--- src/rtl/spi_stream_pkg.sv ---
package spi_stream_pkg;

    typedef enum logic {
        ENG_IDLE = 1'b0,
        ENG_RUN  = 1'b1
    } eng_state_e;

endpackage

--- src/rtl/spi_pin_sync.sv ---
module spi_pin_sync #(
    parameter int              WIDTH   = 3,
    parameter int              STAGES  = 2,
    parameter logic [WIDTH-1:0] RST_VAL = '0
) (
    input  logic             clk,
    input  logic             rst,
    input  logic [WIDTH-1:0] din,
    output logic [WIDTH-1:0] dout
);

    logic [STAGES-1:0][WIDTH-1:0] chain_d, chain_q;

    generate
        for (genvar s = 0; s < STAGES; s++) begin : g_stage
            if (s == 0) begin : g_first
                assign chain_d[s] = din;
            end else begin : g_next
                assign chain_d[s] = chain_q[s-1];
            end
        end
    endgenerate

    always_ff @(posedge clk) begin
        if (rst) begin
            chain_q <= {STAGES{RST_VAL}};
        end else begin
            chain_q <= chain_d;
        end
    end

    assign dout = chain_q[STAGES-1];

endmodule

--- src/rtl/spi_edge_sel.sv ---
module spi_edge_sel #(
    parameter bit CPOL = 1'b0,
    parameter bit CPHA = 1'b0
) (
    input  logic clk,
    input  logic rst,
    input  logic sck_s,
    output logic sample_ev,
    output logic change_ev
);

    logic sck_d, sck_q;
    logic lead_ev, trail_ev;

    always_comb begin
        sck_d    = sck_s;
        lead_ev  = (sck_s != sck_q) && (sck_s != CPOL);
        trail_ev = (sck_s != sck_q) && (sck_s == CPOL);
    end

    always_ff @(posedge clk) begin
        if (rst) begin
            sck_q <= CPOL;
        end else begin
            sck_q <= sck_d;
        end
    end

    generate
        if (CPHA == 1'b0) begin : g_pha0
            assign sample_ev = lead_ev;
            assign change_ev = trail_ev;
        end else begin : g_pha1
            assign sample_ev = trail_ev;
            assign change_ev = lead_ev;
        end
    endgenerate

    AST_EDGE_EXCLUSIVE: assert property (@(posedge clk) disable iff (rst)
        !(sample_ev && change_ev));

endmodule

--- src/rtl/spi_user_port.sv ---
module spi_user_port #(
    parameter int WORD_W = 32
) (
    input  logic              clk,
    input  logic              rst,
    input  logic              wr,
    input  logic [WORD_W-1:0] word,
    output logic [WORD_W-1:0] hold_o
);

    logic [WORD_W-1:0] hold_d, hold_q;

    always_comb begin
        hold_d = wr ? word : hold_q;
    end

    always_ff @(posedge clk) begin
        if (rst) begin
            hold_q <= '0;
        end else begin
            hold_q <= hold_d;
        end
    end

    assign hold_o = hold_q;

    AST_HOLD_KEEP: assert property (@(posedge clk) disable iff (rst)
        !wr |=> $stable(hold_q));

endmodule

--- src/rtl/spi_word_engine.sv ---
module spi_word_engine
    import spi_stream_pkg::*;
#(
    parameter int WORD_W = 32,
    parameter bit CPHA   = 1'b0
) (
    input  logic              clk,
    input  logic              rst,
    input  logic              sel_act,
    input  logic              mosi_bit,
    input  logic              sample_ev,
    input  logic              change_ev,
    input  logic [WORD_W-1:0] hold_word,
    output logic              miso_o,
    output logic              tx_req_o,
    output logic [WORD_W-1:0] rx_word_o,
    output logic              rx_valid_o
);

    localparam int CNT_W = $clog2(WORD_W);
    localparam logic [CNT_W-1:0] LAST_BIT = CNT_W'(WORD_W - 1);
    localparam logic [CNT_W-1:0] PRE_LAST = CNT_W'(WORD_W - 2);

    typedef struct packed {
        eng_state_e        st;
        logic [CNT_W-1:0]  cnt;
        logic              use_sr;
        logic [WORD_W-1:0] tx_sr;
        logic [WORD_W-1:0] rx_sr;
        logic [WORD_W-1:0] rx_word;
        logic              rx_valid;
        logic              tx_req;
    } eng_t;

    eng_t eng_d, eng_q;
    logic word_end;

    assign word_end = sample_ev && (eng_q.cnt == LAST_BIT);

    always_comb begin
        case (eng_q.st)
            ENG_IDLE: begin
                eng_d.st       = sel_act ? ENG_RUN : ENG_IDLE;
                eng_d.cnt      = '0;
                eng_d.use_sr   = 1'b0;
                eng_d.tx_sr    = hold_word;
                eng_d.rx_sr    = eng_q.rx_sr;
                eng_d.rx_word  = eng_q.rx_word;
                eng_d.rx_valid = 1'b0;
                eng_d.tx_req   = 1'b0;
            end
            ENG_RUN: begin
                if (!sel_act) begin
                    eng_d.st       = ENG_IDLE;
                    eng_d.cnt      = '0;
                    eng_d.use_sr   = 1'b0;
                    eng_d.tx_sr    = hold_word;
                    eng_d.rx_sr    = eng_q.rx_sr;
                    eng_d.rx_word  = eng_q.rx_word;
                    eng_d.rx_valid = 1'b0;
                    eng_d.tx_req   = 1'b0;
                end else begin
                    eng_d.st       = ENG_RUN;
                    eng_d.cnt      = sample_ev ? (word_end ? '0 : eng_q.cnt + 1'b1)
                                               : eng_q.cnt;
                    eng_d.use_sr   = eng_q.use_sr | change_ev;
                    eng_d.tx_sr    = change_ev ? ((eng_q.cnt == '0) ? hold_word
                                                  : {eng_q.tx_sr[WORD_W-2:0], 1'b0})
                                               : eng_q.tx_sr;
                    eng_d.rx_sr    = sample_ev ? {eng_q.rx_sr[WORD_W-2:0], mosi_bit}
                                               : eng_q.rx_sr;
                    eng_d.rx_word  = word_end ? {eng_q.rx_sr[WORD_W-2:0], mosi_bit}
                                              : eng_q.rx_word;
                    eng_d.rx_valid = word_end;
                    eng_d.tx_req   = sample_ev && (eng_q.cnt == PRE_LAST);
                end
            end
            default: begin
                eng_d.st       = ENG_IDLE;
                eng_d.cnt      = '0;
                eng_d.use_sr   = 1'b0;
                eng_d.tx_sr    = hold_word;
                eng_d.rx_sr    = eng_q.rx_sr;
                eng_d.rx_word  = eng_q.rx_word;
                eng_d.rx_valid = 1'b0;
                eng_d.tx_req   = 1'b0;
            end
        endcase
    end

    always_ff @(posedge clk) begin
        if (rst) begin
            eng_q.st       <= ENG_IDLE;
            eng_q.cnt      <= '0;
            eng_q.use_sr   <= 1'b0;
            eng_q.tx_sr    <= '0;
            eng_q.rx_sr    <= '0;
            eng_q.rx_word  <= '0;
            eng_q.rx_valid <= 1'b0;
            eng_q.tx_req   <= 1'b0;
        end else begin
            eng_q <= eng_d;
        end
    end

    assign miso_o     = eng_q.use_sr ? eng_q.tx_sr[WORD_W-1] : hold_word[WORD_W-1];
    assign tx_req_o   = eng_q.tx_req;
    assign rx_word_o  = eng_q.rx_word;
    assign rx_valid_o = eng_q.rx_valid;

    AST_REQ_PULSE: assert property (@(posedge clk) disable iff (rst)
        tx_req_o |=> !tx_req_o);

    AST_VALID_PULSE: assert property (@(posedge clk) disable iff (rst)
        rx_valid_o |=> !rx_valid_o);

    AST_SEL_DROP: assert property (@(posedge clk) disable iff (rst)
        !sel_act |=> !eng_q.use_sr);

    AST_ABORT_CLEAR: assert property (@(posedge clk) disable iff (rst)
        (eng_q.st == ENG_RUN && !sel_act) |=> (eng_q.cnt == '0 && !rx_valid_o));

    generate
        if (CPHA == 1'b1) begin : g_glitch_chk
            AST_NO_GLITCH: assert property (@(posedge clk) disable iff (rst)
                $rose(eng_q.use_sr) |-> (miso_o == $past(miso_o)));
        end
    endgenerate

endmodule

--- src/rtl/spi_stream_slave.sv ---
module spi_stream_slave #(
    parameter int WORD_W = 32,
    parameter bit CPOL   = 1'b0,
    parameter bit CPHA   = 1'b0,
    parameter int SYNC_STAGES = 2
) (
    input  logic              clk,
    input  logic              rst,
    input  logic              spi_sck,
    input  logic              spi_ssel_n,
    input  logic              spi_mosi,
    output logic              spi_miso,
    input  logic [WORD_W-1:0] tx_word,
    input  logic              tx_wr,
    output logic              tx_req,
    output logic [WORD_W-1:0] rx_word,
    output logic              rx_valid
);

    localparam logic [2:0] PIN_RST = {CPOL, 1'b1, 1'b0};

    logic [2:0]        pins_s;
    logic              sample_ev, change_ev;
    logic [WORD_W-1:0] hold_word;

    spi_pin_sync #(
        .WIDTH  (3),
        .STAGES (SYNC_STAGES),
        .RST_VAL(PIN_RST)
    ) u_sync (
        .clk (clk),
        .rst (rst),
        .din ({spi_sck, spi_ssel_n, spi_mosi}),
        .dout(pins_s)
    );

    spi_edge_sel #(
        .CPOL(CPOL),
        .CPHA(CPHA)
    ) u_edges (
        .clk      (clk),
        .rst      (rst),
        .sck_s    (pins_s[2]),
        .sample_ev(sample_ev),
        .change_ev(change_ev)
    );

    spi_user_port #(
        .WORD_W(WORD_W)
    ) u_user (
        .clk   (clk),
        .rst   (rst),
        .wr    (tx_wr),
        .word  (tx_word),
        .hold_o(hold_word)
    );

    spi_word_engine #(
        .WORD_W(WORD_W),
        .CPHA  (CPHA)
    ) u_engine (
        .clk       (clk),
        .rst       (rst),
        .sel_act   (~pins_s[1]),
        .mosi_bit  (pins_s[0]),
        .sample_ev (sample_ev),
        .change_ev (change_ev),
        .hold_word (hold_word),
        .miso_o    (spi_miso),
        .tx_req_o  (tx_req),
        .rx_word_o (rx_word),
        .rx_valid_o(rx_valid)
    );

endmodule

--- config.mk ---
export PLATFORM = sky130hd
export DESIGN_NAME = spi_stream_slave
export DESIGN_NICKNAME = d
export VERILOG_FILES = /design/src/rtl/spi_stream_pkg.sv /design/src/rtl/spi_pin_sync.sv /design/src/rtl/spi_edge_sel.sv /design/src/rtl/spi_user_port.sv /design/src/rtl/spi_word_engine.sv /design/src/rtl/spi_stream_slave.sv
export SDC_FILE = /design/constraint.sdc
export NUM_CORES = 1
export LEC_CHECK = 0
export BUFFER_PORTS_ARGS = -buffer_cell sky130_fd_sc_hd__buf_4
export CAP_MARGIN = 20
export CORE_ASPECT_RATIO = 0.5
export CORE_UTILIZATION = 51
export DETAILED_ROUTE_END_ITERATION = 10
export GPL_TIMING_DRIVEN = 0
export PLACE_DENSITY = 0.82
export SYNTH_ARGS = -nofsm -noshare
export SYNTH_HDL_FRONTEND = slang
export SYNTH_SLANG_ARGS = --single-unit
--- constraint.sdc ---
create_clock -name clk -period 1.6 [get_ports clk]
set_input_delay 0.24 -clock clk [delete_from_list [all_inputs] [get_ports clk]]
set_output_delay 0.24 -clock clk [all_outputs]
set_load 0.01 [all_outputs]
==> results.yml, run 1 <==
power_and_ir_drop:
  p_int_uw: 6430
  power.density_nw_per_um2: 1060
  swShare_pct: 21.4
  clockPowerShare_pct: 50.3
  comb_power_share_pct: 4.2
  p_switching_uw: 1750
  total_leakage_power_uw: 0.00307
  seqPwrFrac_pct: 45.4
  vdd_drop_max_uv: 724
cells_and_area:
  finalNonFillerCells: 909
  mostFrequentLayoutCells: "157 x nand2_1, 141 x dfxtp_1, 106 x buf_4, 69 x nor2_1, 58 x a21oi_1"
  layout_commonest_cell: "nand2_1"
  n_antenna_cell: 0
  post-route-util_pct: 73.9
  nNetsFinal: 800
  drive_gt1_share_pct: 34.6
  area_growth_pct: 37.8
routing:
  drc: 0
  wl_um: 13800
  dr_total_vias: 4804
  wl_per_cell_um: 15.2
  dr.pass1.iters: 4
  postRouteAntennaNets: 0
  avgViaCountPerCell: 5.28
  drt-initial-drc-count: 257
global_routing:
  grt_use_total_pct: 23.5
  grt_overflow: 0
  grt_max_degree: 17
  first_global_vias: 4414
  antenna_found_initial: 0
  grt_pass1_wl_um: 21300
critical_path:
  path_common_cell: "buf_6"
  slowest_stage: "or4b_4"
  r2r_slack_ps: -230
  rr_worst_depth: 8
  r2r-end: "u_engine.eng_q[95]$_SDFFE_PP0P_"
  crit_fanout: 8
  critPathLaunchType: "flop"
  path_cells: "inv_4 > ha_4 > or4b_4 > buf_6 > nand2_8 > buf_6 > nand2_1 > a211oi_2"
  crit_type: "reg2reg"
  timing.rr.start: "u_engine.eng_q[99]$_SDFFE_PP0P_"
  cp.required_ps: 1930
  cp-end-kind: "flop"
  arrival_ps: 2150
  critPathMaxStageDelay_ps: 470
place:
  hpwlAfterDp_um: 7700
  place_congestion: 0.746
  portBuffers: 70
  place_ws_ps: -262
  place_inst: 866
floorplan:
  start_util_pct: 53.7
  fp-row-count: 26
  core_um2: 10400
  die_height_um: 76.1
  die_w_um: 150
  num_io_pins: 73
  dieArea_um2: 11400
sta:
  finalCritPeriodShare_pct: 114
  rsz0062_at_grt: "true"
  max-slew-margin-rel_pct: 51.0
  fin_ws_ps: -227
  fmax_mhz: 547
  slew_violations: 0
  fin_skew_ps: 7.24
  period_needed_ps: 1830
  worst_slew_pin_slew_ps: 735
  hold_viol: 0
  setup_viol: 61
logic_synthesis:
  synth_largest_area_cell: "dfxtp_1"
  netlist_area_um2: 5600
  synth-seq-cells: 143
  synth_top_cell_area_share_pct: 51.1
  synth_cell_types: 27
  netlist_instances: 656
  yosysWarningCount: 0
  avgSynthCellArea_um2: 8.54
  syn_nets: 698
  synth-seq-area-share_pct: 51.1
  ys_top_cells_by_area: "dfxtp_1 51%, nand2_1 11%, a21oi_1 7.1%"
worst_hold_path:
  hp-start: "spi_ssel_n"
  holdPathEnd: "u_sync.chain_d[4]$_SDFF_PP1_"
  hold_path_depth: 2
  min_path_type: "in2reg"
run:
  cap_viol_max_count: 0
clock_tree:
  clk_pin_slew_ps: 60
  cts_made_buffers: 17
  cts_tree: "built"
  numClockSinks: 143
  root_buffer: "clkbuf_16"
  clockBufferDepth: 2
  cts_max_level: 4
  clk_latency_ps: 420
run_status:
  status: "finished with violations"
  violations: "setup timing"
critical path, delay by kind of cell (launching register included):
family	cells	cell delay [ps]
flops	1	360
fa+ha+maj	1	120
buf+inv	3	340
simple gates	3	670
compound gates	1	250
final cells by class:
class,count,area (um^2)
Inverter,2,12.5
Buffer,78,567
Fill cell,706,2720
Clock inverter,11,166
Multi-Input combinational cell,431,2740
Timing Repair Buffer,85,749
Clock buffer,19,443
Tap cell,140,175
Sequential cell,143,2870
per-layer routing:
| metal | vias up | routed length, um | track usage (%) |
|---|---|---|---|
| met3 | 39 | 682 | 4.91 |
| li1 | 2344 | - | - |
| met2 | 142 | 6770 | 38.5 |
| met1 | 2279 | 5980 | 30.7 |
| met4 | 0 | 379 | 8.48 |
| met5 | - | 0 | 0 |
state kept, by name (all words and copies together) (netlist names):
| name | count |
|---|---|
| u_edges.sck_q | 1 |
| u_engine.eng_q | 70 |
| u_engine.rx_valid_o | 1 |
| u_engine.rx_word_o | 32 |
| u_engine.tx_req_o | 1 |
| u_sync.chain_d | 3 |
| u_sync.dout | 3 |
| u_user.hold_o | 32 |
synthesized netlist by cell type:
cell and number:
nand2_1 165, dfxtp_1 143, a21oi_1 79, nor2_1 69, buf_4 35, mux2i_1 32
a211oi_1 31, clkbuf_1 31, a21oi_2 21, buf_2 10, nor2b_1 9, buf_6 4
ha_1 4, nand2b_1 3, nor3_1 3, and2_1 2, inv_1 2, nand4_1 2
o21ai_0 2, or2_2 2, a31oi_1 1, and3_1 1, and4bb_2 1, mux2_2 1
nand3_1 1, nor4b_1 1, or4b_1 1
repair_timing:
item	CTS	global route
resized for setup	66	74
pin swaps	12	13
hold buffers	0	0
buffers inserted	6	1
cloned	5	4
setup endpoints to repair	68	94
worst max path at each step:
stage	from	end	slack, ps	depth (start not counted)
2_1_floorplan	u_engine.eng_q[99]$_SDFFE_PP0P_	u_engine.eng_q[75]$_SDFFE_PP0P_	-70	8
3_3_place_gp	u_engine.eng_q[99]$_SDFFE_PP0P_	u_engine.rx_word_o[15]$_SDFFE_PP0P_	-220	8
3_5_place_dp	u_engine.eng_q[99]$_SDFFE_PP0P_	u_engine.rx_word_o[22]$_SDFFE_PP0P_	-260	8
4_1_cts	u_engine.eng_q[99]$_SDFFE_PP0P_	u_engine.eng_q[89]$_SDFFE_PP0P_	-150	7
5_1_grt	u_engine.eng_q[99]$_SDFFE_PP0P_	u_engine.eng_q[95]$_SDFFE_PP0P_	-280	8
6_report	u_engine.eng_q[99]$_SDFFE_PP0P_	u_engine.eng_q[95]$_SDFFE_PP0P_	-230	8
power by group through the flow:
stage	registers (uW)	logic (uW)	clock network (uW)
3_3_place_gp	3780	295	0
4_1_cts	3710	318	4110
2_1_floorplan	3770	188	0
5_1_grt	3730	378	4320
3_5_place_dp	3780	304	0
6_report	3720	347	4120
kinds of logic after synthesis:
kind of cell | after synthesis | synth area share (%)
and+or+nand+nor | 260 | 18.7
buffers and inverters | 82 | 8.60
AOI/OAI and AO/OA | 134 | 14.8
muxes | 33 | 5.92
DFF | 143 | 51.1
adders and majority gates | 4 | 0.893
stage by stage:
step	setup TNS [ps]	power [uW]	hold slack (ps)	instance area, um^2
floorplan	-2040	3950	344	5650
global placement	-11920	4070	397	6350
detailed placement	-13720	4090	411	6350
CTS	-3950	8140	14.6	7310
global route	-9620	8430	25.6	7720
finish	-6120	8180	29.5	7720
No activity file was read; power rests on OpenSTA's default activity.
==> run 2: changes to the inputs <==
CORE_UTILIZATION = 57   (was 51)
PLACE_DENSITY = 0.86   (was 0.82)
clock period = 1.96 ns   (was 1.6 ns; I/O delays follow)
==> results.yml, run 2 (same netlist as run 1, synthesis figures left out) <==
floorplan:
  num_io_pins: 73
  core_um2: 9480
  start_util_pct: 59.1
  die_height_um: 72.1
  die_w_um: 142
  fp-row-count: 25
  dieArea_um2: 10300
clock_tree:
  cts_tree: "built"
  clk_pin_slew_ps: 60
  root_buffer: "clkbuf_16"
  clk_latency_ps: 430
  clockBufferDepth: 2
  post_cts_buffers: 0
  cts_max_level: 4
  cts_made_buffers: 17
  numClockSinks: 143
place:
  portBuffers: 70
  place_ws_ps: -30.5
  hpwlAfterDp_um: 7810
  place_inst: 861
  placed_cell_area_um2: 6300
  place_congestion: 0.803
routing:
  dr.pass1.iters: 7
  avgViaCountPerCell: 5.20
  drc: 2
  dr_total_vias: 4638
  wl_per_cell_um: 13.5
  wl_um: 12100
  drt-initial-drc-count: 281
  postRouteAntennaNets: 0
critical_path:
  cp.required_ps: 2240
  crit_fanout: 10
  timing.rr.start: "u_engine.eng_q[99]$_SDFFE_PP0P_"
  crit_type: "reg2reg"
  r2r-end: "u_engine.eng_q[72]$_SDFFE_PP0P_"
  cp-end-kind: "flop"
  r2r_slack_ps: 80
  critPathTopFamily: "simple AND/OR/NAND/NOR gates"
  rr_worst_depth: 8
  critPathMaxStageDelay_ps: 480
  critPathLaunchType: "flop"
  path_common_cell: "buf_6"
  slowest_stage: "or4b_4"
  path_cells: "inv_2 > ha_1 > or4b_4 > and2_1 > buf_6 > buf_6 > a21oi_4 > a211oi_1"
  cp_num_buf_inv: 3
  arrival_ps: 2170
sta:
  period_needed_ps: 1880
  hold_viol: 0
  max-slew-margin-rel_pct: 61.9
  setup_viol: 0
  finalCritPeriodShare_pct: 96.2
  fmax_mhz: 531
  worst_slew_pin_slew_ps: 571
  slew_violations: 0
  fin_ws_ps: 75.3
  fin_skew_ps: 7.89
global_routing:
  grt_use_total_pct: 24.9
  grt_overflow: 0
  first_global_vias: 4346
  grt_pass1_wl_um: 19800
  grt_max_degree: 17
  antenna_found_initial: 0
power_and_ir_drop:
  power.total_uw: 6930
  power.density_nw_per_um2: 992
  total_leakage_power_uw: 0.00285
  vdd_drop_max_uv: 737
cells_and_area:
  area_growth_pct: 24.7
  mostFrequentLayoutCells: "165 x nand2_1, 141 x dfxtp_1, 108 x buf_4, 79 x a21oi_1, 69 x nor2_1"
  stdcell_area_um2: 6990
  drive_gt1_share_pct: 24.0
  nNetsFinal: 786
  n_antenna_cell: 0
  largest_reg_flops: 70
  finalNonFillerCells: 892
  top_register: "u_engine.eng_q"
  layout_commonest_cell: "nand2_1"
worst_hold_path:
  hp-start: "spi_ssel_n"
  hold_path_depth: 2
  holdPathEnd: "u_sync.chain_d[4]$_SDFF_PP1_"
  min_path_type: "in2reg"
run_status:
  violations: "DRC"
  status: "finished with violations"
run:
  cap_viol_max_count: 0
==> run 2: worst max-delay path by stage <==
stage | from | to | slack [ps] | cells after the start
final | u_engine.eng_q[99]$_SDFFE_PP0P_ | u_engine.eng_q[72]$_SDFFE_PP0P_ | 80 | 8
after detailed placement | u_engine.eng_q[99]$_SDFFE_PP0P_ | u_engine.rx_word_o[0]$_SDFFE_PP0P_ | -30 | 7
after global placement | u_engine.eng_q[100]$_SDFFE_PP0P_ | u_engine.rx_word_o[16]$_SDFFE_PP0P_ | 60 | 8
after CTS | u_engine.eng_q[100]$_SDFFE_PP0P_ | u_engine.rx_word_o[16]$_SDFFE_PP0P_ | 7 | 8
after global routing | u_engine.eng_q[99]$_SDFFE_PP0P_ | u_engine.eng_q[72]$_SDFFE_PP0P_ | -4 | 8
after floorplan | u_engine.eng_q[99]$_SDFFE_PP0P_ | u_engine.eng_q[75]$_SDFFE_PP0P_ | 240 | 8
==> run 2: repair_timing <==
item,4_1_cts,5_1_grt
setup endpoints to repair,30,60
hold buffers,0,0
cloned,0,0
resized for setup,3,14
==> run 2: layout make-up <==
class,count,area [um^2]
Sequential cell,143,2870
Fill cell,705,2490
Multi-Input combinational cell,431,2270
Timing Repair Buffer,70,526
Buffer,79,482
Clock buffer,19,433
Clock inverter,13,234
Tap cell,135,169
Inverter,2,7.51
==> run 2: stage by stage <==
stage | hold slack, ps | setup TNS, ps | util, %
2_1_floorplan | 389 | 0 | -
3_3_place_gp | 394 | 0 | 66.4
3_5_place_dp | 418 | -50.1 | 66.4
4_1_cts | 63.5 | 0 | 73.5
5_1_grt | 58.4 | -6.84 | 73.7
6_report | 69.7 | 0 | 73.7
==> run 2: layer usage <==
layer  part of all wire [%]  GRT usage, %
met1                     46          30.5
met2                     49          42.4
met3                    4.2          6.47
met4                    1.3          10.2
met5                      0             0
==> run 2: power breakdown <==
group	internal, uW	switching [uW]	total, uW
sequential	2980	41.9	3020
combinational	120	131	251
clock	2390	1260	3660
